===== config.mk =====
export PLATFORM = sky130hd
export DESIGN_NAME = oct_hop_router
export DESIGN_NICKNAME = d
export VERILOG_FILES = /design/src/rtl/oct_hop_router.sv
export SDC_FILE = /design/constraint.sdc
export NUM_CORES = 1
export LEC_CHECK = 0
export BUFFER_PORTS_ARGS = -buffer_cell sky130_fd_sc_hd__buf_2
export CORE_AREA = 2 2 45 68
export DETAILED_ROUTE_END_ITERATION = 10
export DIE_AREA = 0 0 47 70
export GPL_ROUTABILITY_DRIVEN = 0
export GPL_TIMING_DRIVEN = 1
export PLACE_DENSITY = 0.84
export REMOVE_ABC_BUFFERS = 1
export SLEW_MARGIN = 20
export SYNTH_ARGS = -nofsm -noshare
export SYNTH_HDL_FRONTEND = slang
export SYNTH_SLANG_ARGS = --single-unit
export TNS_END_PERCENT = 50

===== constraint.sdc =====
create_clock -name clk -period 3.5 [get_ports clk]
set_input_delay 0.525 -clock clk [delete_from_list [all_inputs] [get_ports clk]]
set_output_delay 0.525 -clock clk [all_outputs]
set_load 0.02 [all_outputs]

===== src/rtl/oct_hop_router.sv =====
module oct_hop_router #(
  parameter int DATA_W = 16
) (
  input  logic              clk,
  input  logic              rst_n,
  input  logic [2:0]        own_id,
  input  logic              in_valid,
  output logic              in_ready,
  input  logic [2:0]        in_dest,
  input  logic [DATA_W-1:0] in_data,
  output logic              out_valid,
  input  logic              out_ready,
  output logic [3:0]        out_dir,
  output logic [2:0]        out_next,
  output logic [2:0]        out_dest,
  output logic [DATA_W-1:0] out_data
);
  logic [2:0] rel;
  logic [3:0] dir_d;
  logic [2:0] next_d;
  logic       take;

  assign rel      = in_dest - own_id;
  assign in_ready = !out_valid || out_ready;
  assign take     = in_valid && in_ready;

  always_comb begin
    case (rel)
      3'd0:         begin dir_d = 4'b0001; next_d = own_id;         end
      3'd1, 3'd2:   begin dir_d = 4'b0010; next_d = own_id + 3'd1;  end
      3'd6, 3'd7:   begin dir_d = 4'b0100; next_d = own_id - 3'd1;  end
      default:      begin dir_d = 4'b1000; next_d = own_id + 3'd4;  end
    endcase
  end

  always_ff @(posedge clk) begin
    if (!rst_n) begin
      out_valid <= 1'b0;
      out_dir   <= '0;
      out_next  <= '0;
      out_dest  <= '0;
      out_data  <= '0;
    end else if (take) begin
      out_valid <= 1'b1;
      out_dir   <= dir_d;
      out_next  <= next_d;
      out_dest  <= in_dest;
      out_data  <= in_data;
    end else if (out_ready) begin
      out_valid <= 1'b0;
    end
  end
endmodule


==> impl_metrics.env, run 1 <==
export IMPL_syn_inst=142
export IMPL_start_kind="primary input"
export IMPL_final_common_cell="buf_2"
export IMPL_diodes=0
export IMPL_cts_resized=0
export IMPL_wl_um=2610
export IMPL_drive_gt1_share_pct=32.3
export IMPL_grt_pass1_vias=1046
export IMPL_first_iter_violations=13
export IMPL_viasPerCell=4.84
export IMPL_cts_root_buf="clkbuf_8"
export IMPL_path_delay_family="adder cells"
export IMPL_post_cts_buffers=0
export IMPL_cts_num_sinks=27
export IMPL_clkSlewWorstSetupHoldPaths_ps=90
export IMPL_syn2layout_area_growth_pct=28.2
export IMPL_syn_avg_cell_area_sq_um=8.54
export IMPL_clockBufferDepth=2
export IMPL_cp_num_buf_inv=1
export IMPL_portBuffers=53
export IMPL_grt_overflow=0
export IMPL_synth_seq_cells=27
export IMPL_max_stage_delay_ps=420
export IMPL_ys_warn_count=0
export IMPL_grt_max_degree=30
export IMPL_skew_ps=6.53
export IMPL_die_w_um=47
export IMPL_dpl_cell_count=227
export IMPL_grtUsageTotal_pct=16.9
export IMPL_ant_nets=0
export IMPL_crit_type="in -> reg"
export IMPL_dpl_hpwl_um=1890
export IMPL_vias=1118
export IMPL_wl_per_cell_um=11.3
export IMPL_worstHoldPathCells=2
export IMPL_drv_cap=0
export IMPL_num_rows=24
export IMPL_fillers=278
export IMPL_min_from="out_data[12]"
export IMPL_setup_violations=0
export IMPL_ir_worst_vdd_v=0.000274
export IMPL_layout_cells_non_filler=231
export IMPL_htreeDepth=1
export IMPL_start_util_pct=43.9
export IMPL_hp_class="reg -> reg"
export IMPL_hold_viol_final=0
export IMPL_tns_ps=0
export IMPL_status="complete, no violations"
export IMPL_grt_pass1_wl_um=4140
export IMPL_fin_util_pct=56.3
export IMPL_reg2reg_depth=5
export IMPL_hold_end="out_data[12]"
export IMPL_power_density_nw_per_um2=432
export IMPL_finalMaxSlewViolations=0
export IMPL_cts_buffers=3
export IMPL_worst_pin_slew_ps=559
export IMPL_r2r_end="out_next[0]"
export IMPL_layout_common_cells="53 x buf_2, 45 x nand2_1, 27 x dfxtp_1"
export IMPL_antenna_found_initial=0
export IMPL_cpMaxStageDelayCell="fa_1"
export IMPL_worstPathRequired_ps=3700
export IMPL_end_kind="flop"
export IMPL_cp_arrival_ps=2790
export IMPL_leakagePower_uw=0.000752
export IMPL_ys_types=27
export IMPL_crit_chain="buf_2 -> ha_1 -> fa_1 -> xor3_1 -> nand2b_1 -> fa_1 -> nand2_1 -> a211oi_1 -> a311o_1 -> a21boi_0"
export IMPL_fin_crit_ps=2590
export IMPL_holdBufCountCts=0
export IMPL_yosysSeqAreaShare_pct=44.6
export IMPL_r2r_slack_ps=1880
export IMPL_remaining_drc_errors=0
export IMPL_io_pins=54
export IMPL_rsz0062_at_grt="false"
export IMPL_die_y_um=70
export IMPL_cp_max_fo=6
export IMPL_clock_latency_ps=270
export IMPL_syn_area_sq_um=1210
export IMPL_synth_area_leader_cell="dfxtp_1"
export IMPL_maxClockFrequency_mhz=387
export IMPL_fin_crit_sh_pct=73.9
export IMPL_firstDrtPassIters=4
export IMPL_cts_tree="built"
export IMPL_r2r_start="out_valid"
export IMPL_core_area_sq_um=2760
export IMPL_max_slew_margin_pct=62.8
export IMPL_synth_top_area_share_pct=44.6
export IMPL_synth_area_leaders="dfxtp_1 45%, a21boi_0 14%, nand2_1 14%, fa_1 3.3%, clkbuf_1 2.8%"
export IMPL_final_nets=222
export IMPL_crit_top_cell="fa_1"
export IMPL_die_area_sq_um=3290
worst min-delay path, cell delays in order (launching register included):
cell      delay, ps
dfxtp_1         310
nand2_1          40
a21boi_0         60
worst max path at each step:
stage / start / to / slack (ps) / cells past startpoint
6_report: own_id[0] / out_next[2] / 910 / 10
5_1_grt: own_id[0] / out_next[2] / 780 / 10
4_1_cts: own_id[0] / out_next[2] / 920 / 10
3_5_place_dp: own_id[0] / out_next[2] / 640 / 10
3_3_place_gp: own_id[0] / out_next[2] / 720 / 10
2_1_floorplan: in_dest[0] / out_next[2] / 930 / 10
area by class of cell:
class | instances | area, sq um | area share, %
clock inverter | 1 | 5.00 | 0.322
clock buffer | 3 | 41.3 | 2.66
sequential | 27 | 541 | 34.8
multi-input combinational | 100 | 616 | 39.6
inverter | 6 | 22.5 | 1.45
tap | 39 | 48.8 | 3.14
timing repair buffer | 55 | 280 | 18.0
metrics by stage:
stage	hold WS, ps	power [uW]	worst slack, ps	area (sq um)
2_1_floorplan	539	445	933	1180
3_3_place_gp	447	500	720	1510
3_5_place_dp	453	504	644	1510
4_1_cts	466	680	917	1550
5_1_grt	479	705	776	1550
6_report	461	671	913	1550
cells by family (layout without fill, tap and decap cells):
| group | count (synthesis) | in the layout | share of synthesized area (%) |
|---|---|---|---|
| AO/OA/AOI/OAI | 32 | 32 | 19.9 |
| XOR/XNOR | 3 | 3 | 3.41 |
| adder cells (fa/ha/maj) | 3 | 3 | 4.33 |
| buffers and inverters | 15 | 65 | 4.64 |
| flip-flops | 27 | 27 | 44.6 |
| AND/OR/NAND/NOR | 62 | 62 | 23.1 |
state kept, by name, indices dropped and copies added (netlist names):
register   cells
out_next       3
out_dest       3
out_data      16
out_dir        4
out_valid      1
where the power goes:
group          leakage [uW]  switching, uW  internal (uW)
Combinational      0.000504           93.5           64.2
Sequential         0.000222           9.37            328
Clock             0.0000255           95.3           79.7
cells in the mapped netlist:
library cell,count
and2_1,2
dfxtp_1,27
nor2b_1,1
nand4_1,2
xor3_1,1
nand2_1,45
o22ai_1,1
fa_1,2
or3_4,1
nand3_1,3
o211a_1,1
a211o_1,1
nor2_1,2
a21boi_0,23
nor3_2,1
or3_1,1
ha_1,1
o2bb2ai_1,1
clkbuf_1,9
nand2b_1,3
inv_1,6
a311o_1,1
and4_4,1
a211oi_1,2
xnor2_1,1
xor2_1,1
o21ai_0,2
metal layers:
metal | vias up | GRT usage (%) | part of all wire (%)
met5 | - | 0 | 0
met4 | 0 | 6.48 | 1.0
met3 | 4 | 2.84 | 4.0
met2 | 27 | 30.0 | 53
met1 | 521 | 18.6 | 42
li1 | 566 | - | -
Note: power is estimated with default switching activity, not from simulation.
==> run 2: changes to the inputs <==
Settings changed: ABC_AREA from default to 1, CORE_AREA 2 2 45 68 to 2 2 47 71, DIE_AREA 0 0 47 70 to 0 0 49 73, PLACE_DENSITY 0.84 to 0.81.
Clock period 3.5 ns to 2.29 ns, I/O delays scaled along.
==> impl_metrics.env, run 2 <==
export IMPL_clockBufferDepth=2
export IMPL_grt_pass1_wl_um=4160
export IMPL_hold_viol_final=0
export IMPL_r2r_slack_ps=930
export IMPL_cts_root_buf="clkbuf_8"
export IMPL_synth_edf_count=0
export IMPL_synth_top_area_share_pct=45.4
export IMPL_finalMaxSlewViolations=0
export IMPL_dpl_cell_count=248
export IMPL_hp_class="in -> reg"
export IMPL_remaining_drc_errors=0
export IMPL_max_slew_margin_pct=63.6
export IMPL_htreeDepth=1
export IMPL_die_area_sq_um=3580
export IMPL_leakagePower_uw=0.000820
export IMPL_ir_worst_vdd_v=0.000295
export IMPL_firstDrtPassIters=4
export IMPL_skew_ps=4.16
export IMPL_p_int_uw=739
export IMPL_viasPerCell=4.55
export IMPL_clock_latency_ps=270
export IMPL_cp_arrival_ps=2280
export IMPL_status="complete, no violations"
export IMPL_cts_num_sinks=27
export IMPL_core_area_sq_um=3030
export IMPL_wl_per_cell_um=9.72
export IMPL_syn2layout_area_growth_pct=30.7
export IMPL_fillers=328
export IMPL_synth_area_leaders="dfxtp_1 45%, nor2_1 13%, o21ai_0 8.8%, a21oi_1 3.8%, nand2_1 3.8%"
export IMPL_synth_xor_area_share_pct=0.736
export IMPL_r2r_end="out_next[1]"
export IMPL_antenna_found_initial=0
export IMPL_cts_resized=0
export IMPL_cp_max_fo=3
export IMPL_largest_register="out_data"
export IMPL_drive_gt1_share_pct=35.4
export IMPL_reg2reg_depth=6
export IMPL_yosys_area_share_adder_pct=4.42
export IMPL_drv_cap=0
export IMPL_setup_worst_path_start="own_id[0]"
export IMPL_syn_area_sq_um=1190
export IMPL_end_kind="flop"
export IMPL_syn_inst=157
export IMPL_dpl_hpwl_um=1850
export IMPL_cts_buffers=3
export IMPL_io_pins=54
export IMPL_synth_seq_cells=27
export IMPL_hold_end="out_data[4]"
export IMPL_wl_um=2450
export IMPL_ys_types=21
export IMPL_layout_cells_non_filler=252
export IMPL_synth_area_leader_cell="dfxtp_1"
export IMPL_r2r_start="out_valid"
export IMPL_start_util_pct=39.2
export IMPL_power_uw=1080
export IMPL_final_nets=242
export IMPL_yosys_most_used_dff="dfxtp_1"
export IMPL_synth_top_family_by_area="simple AND/OR/NAND/NOR gates"
export IMPL_setup_violations=0
export IMPL_die_w_um=49
export IMPL_portBuffers=53
export IMPL_num_rows=25
export IMPL_clkSlewWorstSetupHoldPaths_ps=90
export IMPL_ant_nets=0
export IMPL_post_cts_buffers=0
export IMPL_worst_pin_slew_ps=545
export IMPL_maxClockFrequency_mhz=483
export IMPL_cts_tree="built"
export IMPL_synth_compound_area_share_pct=13.9
export IMPL_fin_hold_ws_ps=322
export IMPL_ys_warn_count=0
export IMPL_final_area_sq_um=1560
export IMPL_layout_common_cells="53 x buf_2, 41 x nor2_1, 27 x dfxtp_1"
export IMPL_crit_type="in -> reg"
export IMPL_synthArstFlopShare_pct=0
export IMPL_fin_crit_sh_pct=90.4
export IMPL_grt_max_degree=36
export IMPL_largest_register_ffs=16
export IMPL_syn_avg_cell_area_sq_um=7.58
export IMPL_yosysMostFrequentCell="nor2_1"
export IMPL_yosys_area_share_simple_pct=28.4
export IMPL_p_seq_share_pct=48.8
export IMPL_worstPathRequired_ps=2500
export IMPL_worstHoldPathCells=3
export IMPL_synth_mux_area_share_pct=0
export IMPL_p_clk_share_pct=24.8
export IMPL_first_iter_violations=10
export IMPL_yosysSeqAreaShare_pct=45.4
export IMPL_vias=1146
export IMPL_place_area_sq_um=1510
export IMPL_grt_overflow=0
export IMPL_power_density_nw_per_um2=693
export IMPL_p_sw_uw=339
export IMPL_holdBufCountCts=0
export IMPL_p_sw_share_pct=31.4
export IMPL_grt_pass1_vias=1064
export IMPL_final_common_cell="buf_2"
export IMPL_diodes=0
export IMPL_min_from="in_data[4]"
export IMPL_rsz0062_at_grt="false"
export IMPL_die_y_um=73
export IMPL_fin_crit_ps=2070
export IMPL_grtUsageTotal_pct=14.7
export IMPL_pwr_share_comb_pct=26.4
export IMPL_start_kind="primary input"
export IMPL_largestRegisters="out_data x16, out_dir x4"
export IMPL_synth_common_cells="41 x nor2_1, 27 x dfxtp_1, 21 x o21ai_0, 12 x nand2_1, 11 x inv_1"
## run 2: cell count changes after synthesis, moves of 4 or more
cell | previous run | this run
a21boi_0 | 23 | 0
a21oi_1 | 0 | 9
clkbuf_1 | 9 | 3
inv_1 | 6 | 11
inv_2 | 0 | 4
nand2_1 | 45 | 12
nand2_2 | 0 | 5
nand3_1 | 3 | 8
nor2_1 | 2 | 41
o21ai_0 | 2 | 21
## run 2: stage by stage
stage	setup TNS, ps	setup slack [ps]	util (%)
5_1_grt	0	37.6	51.3
6_report	0	219	51.3
4_1_cts	0	214	51.3
3_5_place_dp	-77.0	-77.0	49.6
3_3_place_gp	-15.3	-15.3	49.6
2_1_floorplan	0	69.3	-
## run 2: how the worst max path moves through the flow
stage	end	slack [ps]	cells after the start
final	out_next[2]	220	13
after global routing	out_next[2]	40	14
after CTS	out_next[2]	210	14
after detailed placement	out_next[2]	-80	14
after global placement	out_next[2]	-20	14
after floorplan	out_next[2]	70	13
## run 2: kinds of logic after synthesis
logic type	Yosys count
simple gates	72
compound gates	33
flops	27
buf+inv	21
fa+ha+maj	3
xor+xnor	1
## run 2: routing by layer
metal	vias to the layer above	track usage, %	routed length (um)
met1	497	15.6	1070
li1	608	-	-
met4	0	6.67	40
met2	35	27.4	1210
met5	-	0	0
met3	6	3.07	131
## run 2: power groups by stage
stage	registers, uW	logic, uW	clock network, uW
after floorplan	588	137	0
after global placement	536	284	0
after detailed placement	537	288	0
after CTS	526	289	275
after global routing	530	320	301
final	526	285	267
## run 2: critical path, stage by stage
cell     delay [ps]
buf_2           110
ha_1            200
fa_1            420
nand2_1         110
nand2_1          70
nand2_2          90
nand3_4          70
fa_1            380
xnor2_1         200
nand3_1         100
nand2_1          60
nor2_1           40
a21oi_1         100
## run 2: area by class of cell
class	count	area, sq um	area share, %
repair buffers	57	295	19.0
clock buffers	3	41.3	2.65
multi-input cells	109	564	36.3
flip-flops and latches	27	541	34.8
clock inverters	1	7.51	0.483
inverters	15	56.3	3.62
well taps	40	50.0	3.22
